### config.mk
export PLATFORM = sky130hd
export DESIGN_NAME = halt_power_ctrl
export DESIGN_NICKNAME = d
export VERILOG_FILES = /design/src/rtl/halt_pkg.sv /design/src/rtl/halt_mode_sel.sv /design/src/rtl/halt_startup_cnt.sv /design/src/rtl/halt_clk_en.sv /design/src/rtl/halt_power_ctrl.sv
export SDC_FILE = /design/constraint.sdc
export NUM_CORES = 1
export LEC_CHECK = 0
export BUFFER_PORTS_ARGS = -buffer_cell sky130_fd_sc_hd__buf_2
export CAP_MARGIN = 20
export CORE_AREA = 2 2 55 57
export CTS_BUF_LIST = sky130_fd_sc_hd__clkbuf_8 sky130_fd_sc_hd__clkbuf_16
export CTS_CLUSTER_DIAMETER = 120
export DETAILED_ROUTE_END_ITERATION = 8
export DIE_AREA = 0 0 57 59
export GPL_TIMING_DRIVEN = 0
export HOLD_SLACK_MARGIN = 0.02
export PLACE_DENSITY_LB_ADDON = 0.12
export SLEW_MARGIN = 0
export SYNTH_ARGS = -nofsm -noshare
export SYNTH_HDL_FRONTEND = slang
export SYNTH_SLANG_ARGS = --single-unit
### constraint.sdc
create_clock -name clk -period 4.8 [get_ports clk]
set_input_delay 0.48 -clock clk [delete_from_list [all_inputs] [get_ports clk]]
set_output_delay 0.48 -clock clk [all_outputs]
set_load 0.02 [all_outputs]
### src/rtl/halt_pkg.sv
package halt_pkg;
   typedef enum logic [1:0] {
      PS_RUN   = 2'b00,
      PS_HALT  = 2'b01,
      PS_AHALT = 2'b10,
      PS_DELAY = 2'b11
   } pstate_e;

   typedef struct packed {
      logic cpu;
      logic per;
      logic osc;
      logic tmr;
   } clk_en_t;
endpackage

### src/rtl/halt_mode_sel.sv
module halt_mode_sel #(
   parameter int          OP_W      = 8,
   parameter logic [7:0]  HALT_OP   = 8'h8E,
   parameter int          CKS_W     = 2,
   parameter bit          HAS_AHALT = 1'b1
) (
   input  logic             in_run,
   input  logic             instr_valid,
   input  logic [OP_W-1:0]  instr_op,
   input  logic             tb_ie,
   input  logic             ovf_ie,
   input  logic [CKS_W-1:0] ck_sel,
   input  logic             wdg_active,
   output logic             go_halt,
   output logic             go_active,
   output logic             wdg_trip
);
   localparam logic [OP_W-1:0] OP_MATCH = OP_W'(HALT_OP);

   logic hit;
   logic active_en;

   if (OP_W < 1) begin : g_bad_opw
      $error("halt_mode_sel: OP_W must be positive");
   end
   if (CKS_W < 1) begin : g_bad_cksw
      $error("halt_mode_sel: CKS_W must be positive");
   end

   if (HAS_AHALT) begin : g_ahalt
      assign active_en = tb_ie | ovf_ie | (|ck_sel);
   end else begin : g_plain_only
      logic unused_cfg;
      assign unused_cfg = tb_ie ^ ovf_ie ^ (^ck_sel);
      assign active_en  = 1'b0;
   end

   assign hit       = in_run & instr_valid & (instr_op == OP_MATCH);
   assign wdg_trip  = hit & wdg_active & ~active_en;
   assign go_halt   = hit & ~wdg_trip;
   assign go_active = go_halt & active_en;
endmodule

### src/rtl/halt_startup_cnt.sv
module halt_startup_cnt #(
   parameter int SHORT_CYC = 256,
   parameter int LONG_CYC  = 4096
) (
   input  logic clk,
   input  logic rst_n,
   input  logic clear,
   input  logic running,
   input  logic long_sel,
   output logic done
);
   localparam int               CNT_W      = $clog2(LONG_CYC);
   localparam logic [CNT_W-1:0] SHORT_LAST = CNT_W'(SHORT_CYC - 1);
   localparam logic [CNT_W-1:0] LONG_LAST  = CNT_W'(LONG_CYC - 1);

   if (SHORT_CYC < 2) begin : g_bad_short
      $error("halt_startup_cnt: SHORT_CYC must be at least 2");
   end
   if (LONG_CYC <= SHORT_CYC) begin : g_bad_long
      $error("halt_startup_cnt: LONG_CYC must exceed SHORT_CYC");
   end

   logic [CNT_W-1:0] cnt_q;
   logic [CNT_W-1:0] last;

   assign last = long_sel ? LONG_LAST : SHORT_LAST;
   assign done = running & (cnt_q == last);

   always_ff @(posedge clk or negedge rst_n) begin
      if (!rst_n)                cnt_q <= '0;
      else if (clear)            cnt_q <= '0;
      else if (running && !done) cnt_q <= cnt_q + 1'b1;
   end

   // the count never passes the selected limit
   a_r7_cnt_bound: assert property (@(posedge clk) disable iff (!rst_n)
      running |-> (cnt_q <= last));
   // a clear restarts the count from zero
   a_r10_clear_restart: assert property (@(posedge clk) disable iff (!rst_n)
      clear |=> (cnt_q == '0));
endmodule

### src/rtl/halt_clk_en.sv
module halt_clk_en
   import halt_pkg::*;
#(
   parameter bit OSC_IN_DELAY = 1'b1
) (
   input  pstate_e st,
   output clk_en_t en
);
   logic osc_dly;

   if (OSC_IN_DELAY) begin : g_osc_dly_on
      assign osc_dly = 1'b1;
   end else begin : g_osc_dly_off
      assign osc_dly = 1'b0;
   end

   always_comb begin
      en = '0;
      unique case (st)
         PS_RUN:   en = '{cpu: 1'b1, per: 1'b1, osc: 1'b1, tmr: 1'b1};
         PS_HALT:  en = '0;
         PS_AHALT: en = '{cpu: 1'b0, per: 1'b0, osc: 1'b1, tmr: 1'b1};
         PS_DELAY: en = '{cpu: 1'b0, per: 1'b0, osc: osc_dly, tmr: 1'b0};
         default:  en = '0;
      endcase
   end
endmodule

### src/rtl/halt_power_ctrl.sv
module halt_power_ctrl
   import halt_pkg::*;
#(
   parameter int         OP_W      = 8,
   parameter logic [7:0] HALT_OP   = 8'h8E,
   parameter int         CKS_W     = 2,
   parameter bit         HAS_AHALT = 1'b1,
   parameter int         SHORT_CYC = 256,
   parameter int         LONG_CYC  = 4096
) (
   input  logic             clk,
   input  logic             rst_n,
   input  logic             instr_valid_i,
   input  logic [OP_W-1:0]  instr_op_i,
   input  logic             tb_ie_i,
   input  logic             ovf_ie_i,
   input  logic [CKS_W-1:0] ck_sel_i,
   input  logic             wdg_active_i,
   input  logic             irq_pend_i,
   input  logic             ext_irq_i,
   input  logic             rst_wake_i,
   input  logic             dly_long_i,
   output logic             cpu_ce_o,
   output logic             per_ce_o,
   output logic             osc_ce_o,
   output logic             tmr_ce_o,
   output logic             imask_clr_o,
   output logic             vec_irq_o,
   output logic             vec_rst_o,
   output logic             wdg_rst_o,
   output logic [1:0]       state_o
);
   pstate_e state_q, state_d;
   clk_en_t en;
   logic    go_halt, go_active, wdg_trip, dly_done;
   logic    imask_d, virq_d, vrst_d, wdg_d;
   logic    in_delay;

   assign in_delay = (state_q == PS_DELAY);

   halt_mode_sel #(
      .OP_W(OP_W), .HALT_OP(HALT_OP), .CKS_W(CKS_W), .HAS_AHALT(HAS_AHALT)
   ) u_mode (
      .in_run      (state_q == PS_RUN),
      .instr_valid (instr_valid_i),
      .instr_op    (instr_op_i),
      .tb_ie       (tb_ie_i),
      .ovf_ie      (ovf_ie_i),
      .ck_sel      (ck_sel_i),
      .wdg_active  (wdg_active_i),
      .go_halt     (go_halt),
      .go_active   (go_active),
      .wdg_trip    (wdg_trip)
   );

   halt_startup_cnt #(.SHORT_CYC(SHORT_CYC), .LONG_CYC(LONG_CYC)) u_cnt (
      .clk      (clk),
      .rst_n    (rst_n),
      .clear    (rst_wake_i),
      .running  (in_delay),
      .long_sel (dly_long_i),
      .done     (dly_done)
   );

   halt_clk_en #(.OSC_IN_DELAY(1'b1)) u_ce (
      .st (state_q),
      .en (en)
   );

   always_comb begin
      state_d = state_q;
      imask_d = 1'b0;
      virq_d  = 1'b0;
      vrst_d  = 1'b0;
      wdg_d   = 1'b0;
      if (rst_wake_i) begin
         state_d = PS_DELAY;
      end else begin
         unique case (state_q)
            PS_RUN: begin
               wdg_d = wdg_trip;
               if (go_halt) begin
                  state_d = go_active ? PS_AHALT : PS_HALT;
                  imask_d = 1'b1;
               end
            end
            PS_HALT: begin
               if (ext_irq_i) begin
                  state_d = PS_RUN;
                  virq_d  = 1'b1;
               end
            end
            PS_AHALT: begin
               if (ext_irq_i || irq_pend_i) begin
                  state_d = PS_RUN;
                  virq_d  = 1'b1;
               end
            end
            PS_DELAY: begin
               if (dly_done) begin
                  state_d = PS_RUN;
                  vrst_d  = 1'b1;
               end
            end
            default: state_d = PS_RUN;
         endcase
      end
   end

   always_ff @(posedge clk or negedge rst_n) begin
      if (!rst_n) begin
         state_q     <= PS_RUN;
         imask_clr_o <= 1'b0;
         vec_irq_o   <= 1'b0;
         vec_rst_o   <= 1'b0;
         wdg_rst_o   <= 1'b0;
      end else begin
         state_q     <= state_d;
         imask_clr_o <= imask_d;
         vec_irq_o   <= virq_d;
         vec_rst_o   <= vrst_d;
         wdg_rst_o   <= wdg_d;
      end
   end

   assign cpu_ce_o = en.cpu;
   assign per_ce_o = en.per;
   assign osc_ce_o = en.osc;
   assign tmr_ce_o = en.tmr;
   assign state_o  = state_q;

   // the mask-clear pulse marks the first cycle after leaving running
   a_r3_mask_on_entry: assert property (@(posedge clk) disable iff (!rst_n)
      imask_clr_o |-> ((state_q == PS_HALT || state_q == PS_AHALT) && $past(state_q) == PS_RUN));
   // active halt keeps only the oscillator and the timer clocked
   a_r4_ahalt_enables: assert property (@(posedge clk) disable iff (!rst_n)
      (state_q == PS_AHALT) |-> (osc_ce_o && tmr_ce_o && !cpu_ce_o && !per_ce_o));
   // plain halt gates every enable
   a_r5_halt_all_off: assert property (@(posedge clk) disable iff (!rst_n)
      (state_q == PS_HALT) |-> !(osc_ce_o || tmr_ce_o || cpu_ce_o || per_ce_o));
   // without an external interrupt or reset, plain halt persists
   a_r5_halt_holds: assert property (@(posedge clk) disable iff (!rst_n)
      (state_q == PS_HALT && !ext_irq_i && !rst_wake_i) |=> (state_q == PS_HALT));
   // interrupt vector request only on leaving a halt state
   a_r6_irq_vector: assert property (@(posedge clk) disable iff (!rst_n)
      vec_irq_o |-> (state_q == PS_RUN && ($past(state_q) == PS_HALT || $past(state_q) == PS_AHALT)));
   // reset vector request only at the end of the delay
   a_r7_rst_vector: assert property (@(posedge clk) disable iff (!rst_n)
      vec_rst_o |-> (state_q == PS_RUN && $past(state_q) == PS_DELAY));
   // the watchdog request leaves the core running
   a_r8_wdg_stays_run: assert property (@(posedge clk) disable iff (!rst_n)
      wdg_rst_o |-> (state_q == PS_RUN && $past(state_q) == PS_RUN));
   // during the delay only the oscillator runs
   a_r9_delay_enables: assert property (@(posedge clk) disable iff (!rst_n)
      in_delay |-> (osc_ce_o && !tmr_ce_o && !cpu_ce_o && !per_ce_o));
   // at most one request pulse at a time
   a_r2_one_pulse: assert property (@(posedge clk) disable iff (!rst_n)
      $onehot0({imask_clr_o, vec_irq_o, vec_rst_o, wdg_rst_o}));
endmodule

==> results.yml, run 1 <==
run_status:
  outcome: "completed"
sta:
  fin_setup_tns_ns: 0
  clock_skew_ns: 0.001645
  slew_headroom: 0.6915
  fmax_mhz: 498.1
  finalHoldViolCount: 0
  rsz0062_at_grt: "no"
  tightest_slew_ns: 0.4628
  setup_viol: 0
  fin_crit_ns: 2.008
  slew_violations: 0
  period_share: 0.4183
critical_path:
  worstSetupStartpointType: "flop"
  rr_startpoint: "state_o[1]"
  r2r_slack_ns: 3.04
  r2r_cells: 6
  critPathKind: "reg -> out"
  arrival_ns: 1.53
  crit_required_ns: 4.32
  worstSetupEndpointType: "output pin"
  crit_fanout: 5
  worst_r2r_endpoint: "state_o[0]"
finish:
  layout-drive-gt1-share: 0.2966
  layout_commonest_cell: "buf_2"
  layout.nets: 174
  diodes: 0
  area_growth_pct: 19.89
  final_cell_mix: "buf_2 (28), dfrtp_1 (18), nor2_1 (10)"
  final_cell_count_no_fill: 176
route:
  drtIter0Drc: 18
  drc: 0
  dr_wl_met3_um: 128
  vias: 945
  wl_met1_um: 997
  drtPass1Iterations: 4
  top_layer: "met4"
  detail-route-antenna-nets: 0
  routed_wl_um: 2178
  vias_per_cell: 5.369
  post_drt_wl_per_cell_um: 12.38
  wl_met2_um: 990
cts:
  cts_made_buffers: 3
  h-tree-depth: 1
  worstSkewPairLatency_ns: 0.26
  cts_tree: "done"
  cts-root-buf: "clkbuf_8"
  clk_transition_reported_paths_ns: 0.07
  postCtsSetupRepairBufs: 0
  cts.sinks: 18
  hold_buffers: 0
  ctsResizeCount: 0
  cts_buffer_depth: 2
job:
  drv_cap: 0
floorplanning:
  die_x_um: 57
  core_um2: 2710
  num_rows: 19
  fp.dieArea_um2: 3363
  io_pins: 30
  dieHeight_um: 59
  start_util: 0.4086
power:
  pwr-share-comb: 0.384
  switching_share: 0.3792
  p_seq_frac: 0.393
  p_sw_mw: 0.1813
  leakagePower_nw: 0.6209
  p_int_mw: 0.2967
  power_density_nw_per_um2: 360.1
  max-vdd-ir-drop_uv: 249.9
  p_clk_frac: 0.223
grt:
  grt_use_total: 0.1454
  antenna_found_initial: 0
  grt_pass1_wl_um: 3719
  grt_pass1_vias: 836
  grt_max_degree: 19
  grt_overflow: 0
yosys:
  syn-instance-count: 114
  synth_top_area_frac: 0.4068
  yosys_warnings: 0
  synth_edf_count: 0
  yosys_most_used_dff: "dfrtp_1"
  synth_area_leaders: "dfrtp_1 (41%), ha_1 (7.9%), xnor2_1 (4.7%)"
  synth-seq-cells: 18
  synth_largest_area_cell: "dfrtp_1"
  synth_area_per_cell_um2: 9.713
  async_flop_share: 1.000
  syn-num-nets: 141
  ys_seq_area_frac: 0.4068
  ys_types: 39
  netlist_area_um2: 1107
place:
  port_buffers: 28
  gp_congestion: 0.7311
  placed_cells: 173
  place_hpwl_um: 1625
min_path:
  min_path_type: "in -> async"
-- worst max path at each step --
stage | from | end | slack (ns) | cells after the start
4_1_cts | state_o[0] | tmr_ce_o | 2.79 | 4
5_1_grt | state_o[0] | tmr_ce_o | 2.68 | 4
3_3_place_gp | instr_op_i[5] | state_o[0] | 2.97 | 6
6_report | state_o[0] | tmr_ce_o | 2.79 | 4
3_5_place_dp | instr_op_i[5] | state_o[0] | 2.94 | 6
2_1_floorplan | state_o[0] | tmr_ce_o | 2.99 | 3
-- synth_stat cells (3+ instances only) --
| cell type | number |
|---|---|
| and3_1 | 3 |
| a21oi_1 | 6 |
| o21ai_0 | 3 |
| xnor2_1 | 6 |
| ha_1 | 7 |
| nand4_1 | 3 |
| nand3_1 | 6 |
| nor2_1 | 10 |
| nand2_1 | 7 |
| a211oi_2 | 3 |
| inv_1 | 5 |
| nor3_1 | 5 |
| and2_1 | 3 |
| dfrtp_1 | 18 |
-- state kept, by name, indices dropped and copies added (netlist names) --
register     cells
u_cnt.cnt_q     12
state_o          2
imask_clr_o      1
vec_irq_o        1
vec_rst_o        1
wdg_rst_o        1
-- routing by layer --
layer,vias to the layer above,global-route usage
li1,474,-
met1,431,0.1870
met2,35,0.2381
met3,5,0.01310
met4,0,0.08970
met5,-,0
-- cell families (layout without fill, tap and decap cells) --
family          Yosys count  count (layout)  share of synthesized area
simple gates             48              48                     0.2385
compound gates           23              23                     0.1661
flops                    18              18                     0.4068
buf+inv                  10              41                    0.04520
fa+ha+maj                 7               7                    0.07909
xor+xnor                  7               7                    0.05537
mux                       1               1                   0.009040
-- power groups by stage --
stage	clock, mW	sequential (mW)	combinational [mW]
after floorplan	0	0.199	0.121
after global placement	0	0.190	0.182
final	0.107	0.188	0.184
after detailed placement	0	0.191	0.185
after CTS	0.110	0.188	0.186
after global routing	0.114	0.191	0.206
-- stage by stage --
stage	util	power, mW	instance area, µm²	hold WS, ns	worst slack, ns
finish	0.4898	0.4780	1328	0.1416	2.792
global route	0.4898	0.5112	1328	0.1743	2.677
CTS	0.4898	0.4844	1328	0.1619	2.785
detailed placement	0.4746	0.3756	1286	0.4398	2.941
global placement	0.4746	0.3728	1286	0.4327	2.968
floorplan	-	0.3197	1107	0.1844	2.993
-- worst max-delay path, cell delays in order (launching register included) --
cell     delay, ns
dfrtp_1       0.42
inv_1         0.11
ha_1          0.27
or2_2         0.30
buf_2         0.16
-- final cells by class --
type	instances	area, µm²
timing repair buffer	28	140.1
sequential	18	450.4
inverter	5	18.77
multi-input combinational	86	606.8
buffer	5	31.28
tap	31	38.79
fill	263	1383
clock buffer	3	41.29
Power figures use the tool's default switching activity.
==> run 2, diff against run 1 <==
Clock period 4.8 ns to 2 ns, I/O delays scaled along.
==> run 2 against run 1 <==
Effect of this change: clock skew about the same; critical path depth up 2; sequential power up 140%; total power up 140%; clock power up 140%; largest cell class unchanged; highest routed layer unchanged.
==> results.yml, run 2 (synthesis results as in run 1) <==
floorplanning:
  core_um2: 2710
  num_rows: 19
  start_util: 0.4086
  die_x_um: 57
  fp.dieArea_um2: 3363
  dieHeight_um: 59
  io_pins: 30
min_path:
  min_path_type: "in -> reg"
  worst_hold_startpoint: "wdg_active_i"
  holdPathStages: 3
  hold_end: "wdg_rst_o"
cts:
  worstSkewPairLatency_ns: 0.26
  cts.sinks: 18
  ctsResizeCount: 0
  clk_transition_reported_paths_ns: 0.07
  h-tree-depth: 1
  cts_tree: "done"
  cts-root-buf: "clkbuf_8"
  cts_buffer_depth: 2
  cts_made_buffers: 3
route:
  vias_per_cell: 5.311
  vias: 940
  routed_wl_um: 2167
  detail-route-antenna-nets: 0
  drtPass1Iterations: 4
  drc: 0
  post_drt_wl_per_cell_um: 12.24
  drtIter0Drc: 22
critical_path:
  worstSetupStartpointType: "flop"
  max_stage_delay_ns: 0.42
  crit_family: "compound AO/OA/AOI/OAI gates"
  worstSetupEndpointType: "flop"
  r2r_cells: 6
  critPathKind: "reg -> reg"
  r2r_slack_ns: 0.24
  path_buf_inv: 1
  crit_fanout: 5
  worstSetupStartpoint: "state_o[1]"
  crit_slowest_cell: "dfrtp_1"
  cp_cell_sequence: "inv_1 > ha_1 > nand4_1 > a211oi_2 > and2_1 > o211ai_1"
  rr_startpoint: "state_o[1]"
  arrival_ns: 1.89
  cp.depth: 6
  worst_r2r_endpoint: "state_o[0]"
  crit_required_ns: 2.13
finish:
  area_growth_pct: 20.79
  top_register: "u_cnt.cnt_q"
  layout-drive-gt1-share: 0.2945
  diodes: 0
  final_cell_mix: "buf_2 (28), dfrtp_1 (18), nor2_1 (10)"
  layout.nets: 175
  largest_reg_flops: 12
  layout_commonest_cell: "buf_2"
job:
  drv_cap: 0
sta:
  slew_violations: 0
  period_share: 0.8787
  finalHoldViolCount: 0
  fmax_mhz: 569.0
  fin_ws_ns: 0.2426
  tightest_slew_ns: 0.4611
  fin_setup_tns_ns: 0
  fin_crit_ns: 1.757
  hold_slack_ns: 0.2001
  clock_skew_ns: 0.001774
  slew_headroom: 0.6926
  rsz0062_at_grt: "no"
  setup_viol: 0
run_status:
  outcome: "completed"
place:
  place_hpwl_um: 1625
  gp_congestion: 0.7311
  pre_cts_ws_ns: 0.2520
  port_buffers: 28
grt:
  antenna_found_initial: 0
  grt_overflow: 0
  grt_use_total: 0.1458
  grt_pass1_wl_um: 3732
  grt_pass1_vias: 840
  grt_max_degree: 19
power:
  power.total_mw: 1.150
  leakagePower_nw: 0.6251
  power_density_nw_per_um2: 859.7
  max-vdd-ir-drop_uv: 598.1
-- run 2: cell types whose count changed in the layout (fill, tap and decap cells not counted) --
cell / before / now
dlygate4sd3_1: 0 / 1
-- run 2: where the power goes --
part | switching, mW | total, mW | internal [mW]
registers | 0.0450 | 0.451 | 0.406
logic | 0.269 | 0.442 | 0.173
clock network | 0.123 | 0.257 | 0.134
-- run 2: repair_timing --
item,CTS,global route
buffers inserted,0,0
hold buffers,1,0
endpoints found under the hold margin,18,0
-- run 2: worst max-delay path by stage --
stage,endpoint,slack [ns]
after floorplan,u_cnt.cnt_q[11],0.31
after global placement,state_o[0],0.27
after detailed placement,state_o[0],0.25
after CTS,u_cnt.cnt_q[1],0.24
after global routing,state_o[0],0.07
final,state_o[0],0.24
-- run 2: cell type report --
| type | instances | area, µm² |
|---|---|---|
| Fill cell | 262 | 1373 |
| Clock buffer | 3 | 41.29 |
| Sequential cell | 18 | 450.4 |
| Multi-Input combinational cell | 86 | 606.8 |
| Buffer | 5 | 31.28 |
| Timing Repair Buffer | 29 | 150.1 |
| Inverter | 5 | 18.77 |
| Tap cell | 31 | 38.79 |
-- run 2: stage by stage --
stage | cell area (µm²) | std cells | util
6_report | 1338 | 177 | 0.4935
5_1_grt | 1338 | 177 | 0.4935
4_1_cts | 1338 | 177 | 0.4935
3_5_place_dp | 1286 | 173 | 0.4746
3_3_place_gp | 1286 | 173 | 0.4746
2_1_floorplan | 1107 | 114 | -
-- run 2: tightest hold or removal path, delay by kind of cell --
| kind | cells | cell delay, ns |
|---|---|---|
| AND/OR/NAND/NOR | 2 | 0.12 |
| buffers and inverters | 1 | 0.10 |
-- run 2: metal layers --
metal	GRT usage	routed length, µm
met5	0	0
met4	0.08970	62
met3	0.01310	121
met2	0.2397	980
met1	0.1870	1003
==> run 3, diff against run 2 <==
Clock period 2 ns to 1.49 ns, I/O delays scaled along.
==> run 3 against run 2 <==
Effect of this change: the run now ends with setup timing left; core utilization grew 14 points; clock power grew 54%; hold slack lost 0.041 ns; die area is the same; global-route usage grew 1.7 points; sequential power grew 41%; clock skew grew 0.0020 ns; total power grew 80%; sequential share of layout area shrank 7.0 points; routed wire length grew 25%; critical path type unchanged; largest cell class unchanged; highest routed layer unchanged.
==> results.yml, run 3 (synthesis results as in run 1) <==
run_status:
  outcome: "complete, but fails checks"
  violations: "setup timing"
route:
  drtPass1Iterations: 4
  vias: 1038
  vias_per_cell: 5.406
  detail-route-antenna-nets: 0
  post_drt_wl_per_cell_um: 14.06
  drtIter0Drc: 26
  drc: 0
  routed_wl_um: 2700
finish:
  final_cell_mix: "buf_2 (25), dfrtp_1 (13), buf_4 (12)"
  layout.nets: 189
  largest_reg_flops: 12
  top_register: "u_cnt.cnt_q"
  area_growth_pct: 54.46
  layout_commonest_cell: "buf_2"
  layout-drive-gt1-share: 0.5714
  fin_area_um2: 1710
  diodes: 0
floorplanning:
  dieHeight_um: 59
  io_pins: 30
  num_rows: 19
  die_x_um: 57
  fp.dieArea_um2: 3363
  core_um2: 2710
  start_util: 0.4086
grt:
  grt_max_degree: 19
  antenna_found_initial: 0
  grt_use_total: 0.1627
  grt_overflow: 0
  grt_pass1_vias: 967
  grt_pass1_wl_um: 4222
place:
  place_hpwl_um: 1660
  port_buffers: 28
  gp_congestion: 0.7261
  dpl_cell_area_um2: 1335
sta:
  fmax_mhz: 656.1
  fin_setup_tns_ns: -0.1050
  slew_violations: 0
  fin_crit_ns: 1.524
  rsz0062_at_grt: "yes"
  period_share: 1.023
  hold_slack_ns: 0.1588
  slew_headroom: 0.6508
  tightest_slew_ns: 0.5239
  setup_viol: 6
  clock_skew_ns: 0.003726
  finalHoldViolCount: 0
  fin_ws_ns: -0.03423
power:
  p_int_mw: 1.294
  max-vdd-ir-drop_uv: 1015
  power_density_nw_per_um2: 1207
  pwr-share-comb: 0.500
  leakagePower_nw: 0.7078
  p_seq_frac: 0.309
  switching_share: 0.3730
  p_sw_mw: 0.7699
  p_clk_frac: 0.191
  power.total_mw: 2.064
min_path:
  min_path_type: "in -> reg"
cts:
  cts_buffer_depth: 2
  cts-root-buf: "clkbuf_8"
  clk_transition_reported_paths_ns: 0.07
  cts_made_buffers: 3
  cts_tree: "done"
  h-tree-depth: 1
  cts.sinks: 18
  worstSkewPairLatency_ns: 0.25
job:
  drv_cap: 0
critical_path:
  max_stage_delay_ns: 0.45
  critPathKind: "reg -> reg"
  path_buf_inv: 1
  crit_family: "flip-flops"
  crit_slowest_cell: "dfrtp_2"
  cp_cell_sequence: "clkinv_4 > ha_4 > and3_4 > a211oi_2 > and2_4 > o211ai_1"
  arrival_ns: 1.65
  worstSetupStartpointType: "flop"
  worstSetupEndpointType: "flop"
  crit_fanout: 5
  crit_required_ns: 1.61
## run 3: cell type report
type	count	area, µm²
timing repair buffer	44	292.8
multi-input combinational	87	822.0
clock buffer	4	55.05
inverter	5	26.28
fill	216	999.7
tap	31	38.79
sequential	18	456.7
buffer	3	18.77
## run 3: routing by layer
metal / GRT usage / wire [µm] / vias up
li1: - / - / 509
met1: 0.2000 / 1095 / 483
met2: 0.2874 / 1391 / 42
met3: 0.02183 / 170 / 4
met4: 0.06977 / 42 / 0
met5: 0 / 0 / -
## run 3: worst paths after layout
check | startpoint | endpoint | slack, ns | cells after the start
max in group asynchronous | rst_n | state_o[1] | 0.83 | 2
worst max-delay path | state_o[1] | state_o[0] | -0.03 | 6
worst min-delay path | wdg_active_i | wdg_rst_o | 0.16 | 3
worst min register to register | u_cnt.cnt_q[6] | u_cnt.cnt_q[6] | 0.55 | 2
worst max register to register | state_o[1] | state_o[0] | -0.03 | 6
min in group asynchronous | rst_n | u_cnt.cnt_q[4] | 0.35 | 2
## run 3: what timing repair did
action,4_1_cts,5_1_grt
pin swaps,8,18
setup endpoints to repair,15,15
gates cloned,0,1
gates resized for setup,17,32
buffers inserted,9,7
hold buffers,1,0
hold endpoints to repair,18,0
## run 3: power by group through the flow
| stage | clock [mW] | sequential (mW) | combinational (mW) |
|---|---|---|---|
| 2_1_floorplan | 0 | 0.666 | 0.444 |
| 3_3_place_gp | 0 | 0.640 | 0.651 |
| 3_5_place_dp | 0 | 0.643 | 0.657 |
| 4_1_cts | 0.405 | 0.634 | 0.851 |
| 5_1_grt | 0.429 | 0.645 | 1.13 |
| 6_report | 0.395 | 0.637 | 1.03 |
## run 3: worst register-to-register path, cell delays in order (launching register included)
cell,delay [ns]
dfrtp_2,0.45
clkinv_4,0.12
ha_4,0.19
and3_4,0.16
a211oi_2,0.21
and2_4,0.20
o211ai_1,0.07
## run 3: metrics by stage
stage                     worst slack [ns]    util  cells
after floorplan                   -0.04154       -    114
after global placement             -0.1726  0.4926    173
after detailed placement           -0.1867  0.4926    173
after CTS                         -0.05432  0.5633    186
after global routing               -0.1447  0.6311    192
final                             -0.03423  0.6311    192
